<file path="src/rtl/flash_query_ctrl.sv">
module flash_query_ctrl #(
  parameter int AW = 22,
  parameter int DW = 16
) (
  input  logic          clk,
  input  logic          rst_n,
  input  logic          wr_en,
  input  logic [AW-1:0] wr_addr,
  input  logic [DW-1:0] wr_data,
  input  logic          rd_en,
  input  logic [AW-1:0] rd_addr,
  input  logic          ready,
  input  logic          autosel,
  output logic [DW-1:0] rd_data,
  output logic          query_mode
);

  localparam logic [AW-1:0] CMD_ADDR = AW'(8'h55);
  localparam logic [DW-1:0] CMD_QRY  = DW'(8'h98);
  localparam logic [DW-1:0] CMD_EXIT = DW'(8'hF0);

  logic q;
  logic go_query, go_array;

  assign go_query = wr_en && !q && wr_data == CMD_QRY && wr_addr == CMD_ADDR
                    && (ready || autosel);
  assign go_array = wr_en && q && wr_data == CMD_EXIT;

  always_ff @(posedge clk) begin
    if (!rst_n)        q <= 1'b0;
    else if (go_query) q <= 1'b1;
    else if (go_array) q <= 1'b0;
  end

  function automatic logic [DW-1:0] id_word(input logic [AW-1:0] a);
    case (a)
      AW'(8'h10): id_word = DW'(8'h51);
      AW'(8'h11): id_word = DW'(8'h52);
      AW'(8'h12): id_word = DW'(8'h59);
      AW'(8'h13): id_word = DW'(8'h02);
      AW'(8'h15): id_word = DW'(8'h40);
      default:    id_word = '0;
    endcase
  endfunction

  always_ff @(posedge clk) begin
    if (!rst_n)     rd_data <= '0;
    else if (rd_en) rd_data <= q ? id_word(rd_addr) : '0;
  end

  assign query_mode = q;

  AST_ENTER: assert property (@(posedge clk) disable iff (!rst_n)
    (wr_en && !query_mode && wr_data == CMD_QRY && wr_addr == CMD_ADDR && (ready || autosel))
    |=> query_mode);
  AST_EXIT: assert property (@(posedge clk) disable iff (!rst_n)
    (wr_en && query_mode && wr_data == CMD_EXIT) |=> !query_mode);
  AST_HOLD_QUERY: assert property (@(posedge clk) disable iff (!rst_n)
    (query_mode && !(wr_en && wr_data == CMD_EXIT)) |=> query_mode);
  AST_NO_ENTRY: assert property (@(posedge clk) disable iff (!rst_n)
    (!query_mode && !(wr_en && wr_data == CMD_QRY && wr_addr == CMD_ADDR && (ready || autosel)))
    |=> !query_mode);
  AST_ARRAY_ZERO: assert property (@(posedge clk) disable iff (!rst_n)
    (rd_en && !query_mode) |=> rd_data == '0);
  AST_RD_HOLD: assert property (@(posedge clk) disable iff (!rst_n)
    !rd_en |=> $stable(rd_data));

endmodule

</file>
<file path="config.mk">
export PLATFORM = sky130hd
export DESIGN_NAME = flash_query_ctrl
export DESIGN_NICKNAME = d
export VERILOG_FILES = /design/src/rtl/flash_query_ctrl.sv
export SDC_FILE = /design/constraint.sdc
export NUM_CORES = 1
export LEC_CHECK = 0
export BUFFER_PORTS_ARGS = -buffer_cell sky130_fd_sc_hd__buf_4
export CORE_MARGIN = 8
export CORE_UTILIZATION = 29
export DETAILED_ROUTE_END_ITERATION = 6
export PLACE_DENSITY = 0.95
export SLEW_MARGIN = 20
export SYNTH_ARGS = -nofsm -noshare
export SYNTH_HDL_FRONTEND = slang
export SYNTH_SLANG_ARGS = --single-unit
</file>
<file path="constraint.sdc">
create_clock -name clk -period 1.8 [get_ports clk]
set_input_delay 0.09 -clock clk [delete_from_list [all_inputs] [get_ports clk]]
set_output_delay 0.09 -clock clk [all_outputs]
set_load 0.03 [all_outputs]
</file>
==> summary by stage <==
Power and ir drop
The overall power is between 400 and 500 uW. The switching portion of total power is 26.92%. The power density of the placed cells is 409.1 nW/um^2. The worst supply voltage drop on vdd is around 290 uV.

The analysis attributes to net switching a power of 113.4 uW. The design internal power is 307.9 uW. The fraction of power consumed by the clock network is around 29%. Combinational cells account for 39.0% of the total power. The static leakage power is approximately 0.0005 uW. Registers are responsible for 31.6% of the overall power.

STA
In the final timing run, aggregate negative setup slack is 0 ns. Setup repair after global routing left no endpoint under its margin. Based on the critical path, the design can be clocked at up to about 770 MHz. The hold violation count in the final report was 0.

The minimum period implied by the final worst setup slack is 1.304 ns. The worst clock skew is approximately 0.0035 ns. The final critical path takes up 72.45% of the cycle. The max-slew violation total from the final report is 0. Setup violations remaining at the end of the flow were counted as 0.

CTS
In this run the clock root is driven by a sky130_fd_sc_hd__clkbuf_4. The hold buffer count at cts is 0. CTS built an H-tree with a depth of 1. The maximum number of buffers from clock root to sink is 2. After clock tree synthesis, the repair step resized 0 gates.

The TritonCTS buffer count is 3. After clock tree synthesis, the setup repair step added 0 buffers. The clock transition at the register clock pins on the worst setup and hold paths after CTS is approximately 0.05 ns. The clock tree from TritonCTS is done. The number of sinks driven by the clock tree is 6. The insertion delay of the later-clocked pin in the worst-skew pair is approximately 0.24 ns.

Floorplan
The initialized floorplan defines 15 standard-cell rows. The die height is about 58 um. The initial core utilization is a little under a third. The floorplan step set the die width to between 50 and 60 um.

The area of the core is 1670 um^2. The floorplan step defined a die boundary enclosing 3317 um^2. The number of ports placed on the die boundary is between 80 and 90.

Global routing
The number of antenna violations at the first check in global routing is 0. The first global-routing pass estimated 3864 um of wire. The maximum number of pins on one net before global-route repair is 12. The via count of the first global-routing pass came to between 900 and 1000. For this run, the total global-route usage over all layers was measured as 14.74%. The leftover overflow at the end of global routing is 0.

Worst setup path
The cell with the largest stage delay on the worst path is sky130_fd_sc_hd__or4_4. The critical path goes through nand3_1 > or4_4 > o21ai_1. The worst setup path category is reg -> reg.

The worst setup path is captured at a register. The required time at the worst-slack endpoint is approximately 2.0 ns. The launching point of the worst reg2reg path is query_mode.

STA puts the critical path data arrival time at around 1.5 ns. The largest single stage delay on the critical path is between 0.5 and 0.6 ns. Counting both buffers and inverters, the worst setup path holds a total of 0. Tracing the worst setup path back leads to its startpoint at query_mode.

On the critical path the largest part of the delay comes from simple AND/OR/NAND/NOR gates. Along the worst path, the maximum fanout reaches 4. The type of element launching the critical path is a register.

Placement
The weighted congestion reported at the end of routability-driven placement is ~0.74. Once placement completed, the tool counted placed cells totaling 150. In this run the tool buffered the top-level ports with 71 buffer cells. The HPWL after detailed placement is 2246 um.

Yosys
The part of the Yosys area used for sequential elements is between 20% and 30%. The top cell type by area accounts for 23.94% of the synthesized area. The count of mapped cells out of synthesis is 64. For this run, the leading register cell type out of synthesis is sky130_fd_sc_hd__dfxtp_1. The mapped netlist covers between 500 and 600 um^2. The number of distinct library cells after synthesis is 22. During synthesis, Yosys emitted a total of 0 warnings. By count the netlist is led by 11 x sky130_fd_sc_hd__buf_4, 6 x sky130_fd_sc_hd__dfxtp_1, 6 x sky130_fd_sc_hd__nand2_1, 6 x sky130_fd_sc_hd__nor4_1, 6 x sky130_fd_sc_hd__nor4b_1. The number of synthesized flops with an enable pin is 0. Sorting the synthesized cells by area gives the leading types as sky130_fd_sc_hd__dfxtp_1 24%, sky130_fd_sc_hd__buf_4 16%, sky130_fd_sc_hd__nor4b_1 10%, sky130_fd_sc_hd__nand3b_1 7.5%, sky130_fd_sc_hd__nor4_1 7.5%. The post-synthesis sequential element count is 6. The dominant cell by count in the synthesized netlist is sky130_fd_sc_hd__buf_4.

sky130_fd_sc_hd__dfxtp_1 takes more of the synthesized area than any other cell. After synthesis, the share of flip-flops with an asynchronous set or reset is 0%. The post-synthesis area per instance is about 7.8 um^2.

Run
Max-cap violations in this run came to 0.

Cells and area
The number of antenna diodes is 0. The count of cells in the finished layout, fillers not included, comes to 153. The post-route netlist has between 50 and 60% of its cells at a drive strength greater than 1. From synthesis to final layout, the design area changed by 105.2%. The number of nets in the finished design is a little over 200. The layout has between 100 and 150 filler cells.

Drt
The DRC marker count from the first detailed-route iteration is 11. The per-cell routed wire length is 15.99 um. The number of optimization iterations in the first detailed-route pass is 4. The final layout contains routed wiring with a total length of 2446 um. Detailed routing inserted a total of 749 vias.

Using the TritonRoute via totals, the vias-per-cell ratio works out to between 4 and 5. The number of nets with antenna violations after routing is 0. The DRC violations left is 0.

Min path
The min-delay analysis places its worst path in the category in -> reg. The startpoint of the lowest-slack hold path is rd_addr[0].

Run status
The run finished with clean final reports.
## path summary, 6_finish.rpt
kind	endpoint	cells after the start	slack, ns
worst max-delay path	rd_data[4]	3	0.50
worst min-delay path	rd_data[1]	3	0.13
worst max register to register	rd_data[4]	3	0.50
worst min register to register	rd_data[0]	2	0.47
## power by group through the flow
| stage | registers [uW] | clock network [uW] | logic [uW] |
|---|---|---|---|
| after floorplan | 136 | 0 | 67.1 |
| after global placement | 136 | 0 | 158 |
| after detailed placement | 136 | 0 | 163 |
| after CTS | 133 | 128 | 163 |
| after global routing | 133 | 137 | 175 |
| final | 133 | 124 | 164 |
## tightest hold or removal path, stage by stage
cell and delay [ns]:
sky130_fd_sc_hd__buf_4 0.12, sky130_fd_sc_hd__nand2_1 0.05, sky130_fd_sc_hd__o21ai_1 0.05
## logic make-up after synthesis
group                  after synthesis  share of synthesized area [%]
buffers and inverters               13                          17.95
DFF                                  6                          23.94
AOI/OAI and AO/OA                    9                          10.97
and+or+nand+nor                     35                          46.38
other                                1                         0.7474
## state kept, by name (all words and copies together) (netlist names)
signal and cells:
rd_data 5, query_mode 1
## through the flow
step	hold WS (ns)	util, %	setup WS [ns]	instance area, um^2
floorplan	0.2226	-	0.4189	539.3
global placement	0.3631	60.30	0.4813	1007
detailed placement	0.3742	60.30	0.3993	1007
CTS	0.1200	61.65	0.5112	1030
global route	0.1253	61.65	0.4176	1030
finish	0.1281	61.65	0.4960	1030
## cell type report
type / instances / area, um^2 / area share (%)
multi-input cells: 55 / 329.1 / 31.96
flip-flops and latches: 6 / 120.1 / 11.66
well taps: 17 / 21.27 / 2.066
inverters: 1 / 3.754 / 0.3645
repair buffers: 71 / 533.0 / 51.76
clock buffers: 3 / 22.52 / 2.187
## layout by cell type (no fill, tap or decap), types with 3 or more instances in the layout
master,n
sky130_fd_sc_hd__nand3b_1,5
sky130_fd_sc_hd__o21ai_1,4
sky130_fd_sc_hd__clkbuf_4,3
sky130_fd_sc_hd__nor4_1,6
sky130_fd_sc_hd__nor4b_1,6
sky130_fd_sc_hd__conb_1,11
sky130_fd_sc_hd__dfxtp_1,6
sky130_fd_sc_hd__buf_4,71
sky130_fd_sc_hd__nand4_1,3
sky130_fd_sc_hd__nand2_1,6
## routing by layer
layer | wire, um | up-vias | part of all wire (%) | track usage, %
li1 | - | 367 | - | -
met1 | 822 | 340 | 34 | 12.48
met2 | 1385 | 40 | 57 | 28.46
met3 | 211 | 2 | 8.6 | 6.726
met4 | 27 | 0 | 1.1 | 6.429
met5 | 0 | - | 0 | 0
(Power assumes the default switching activity.)
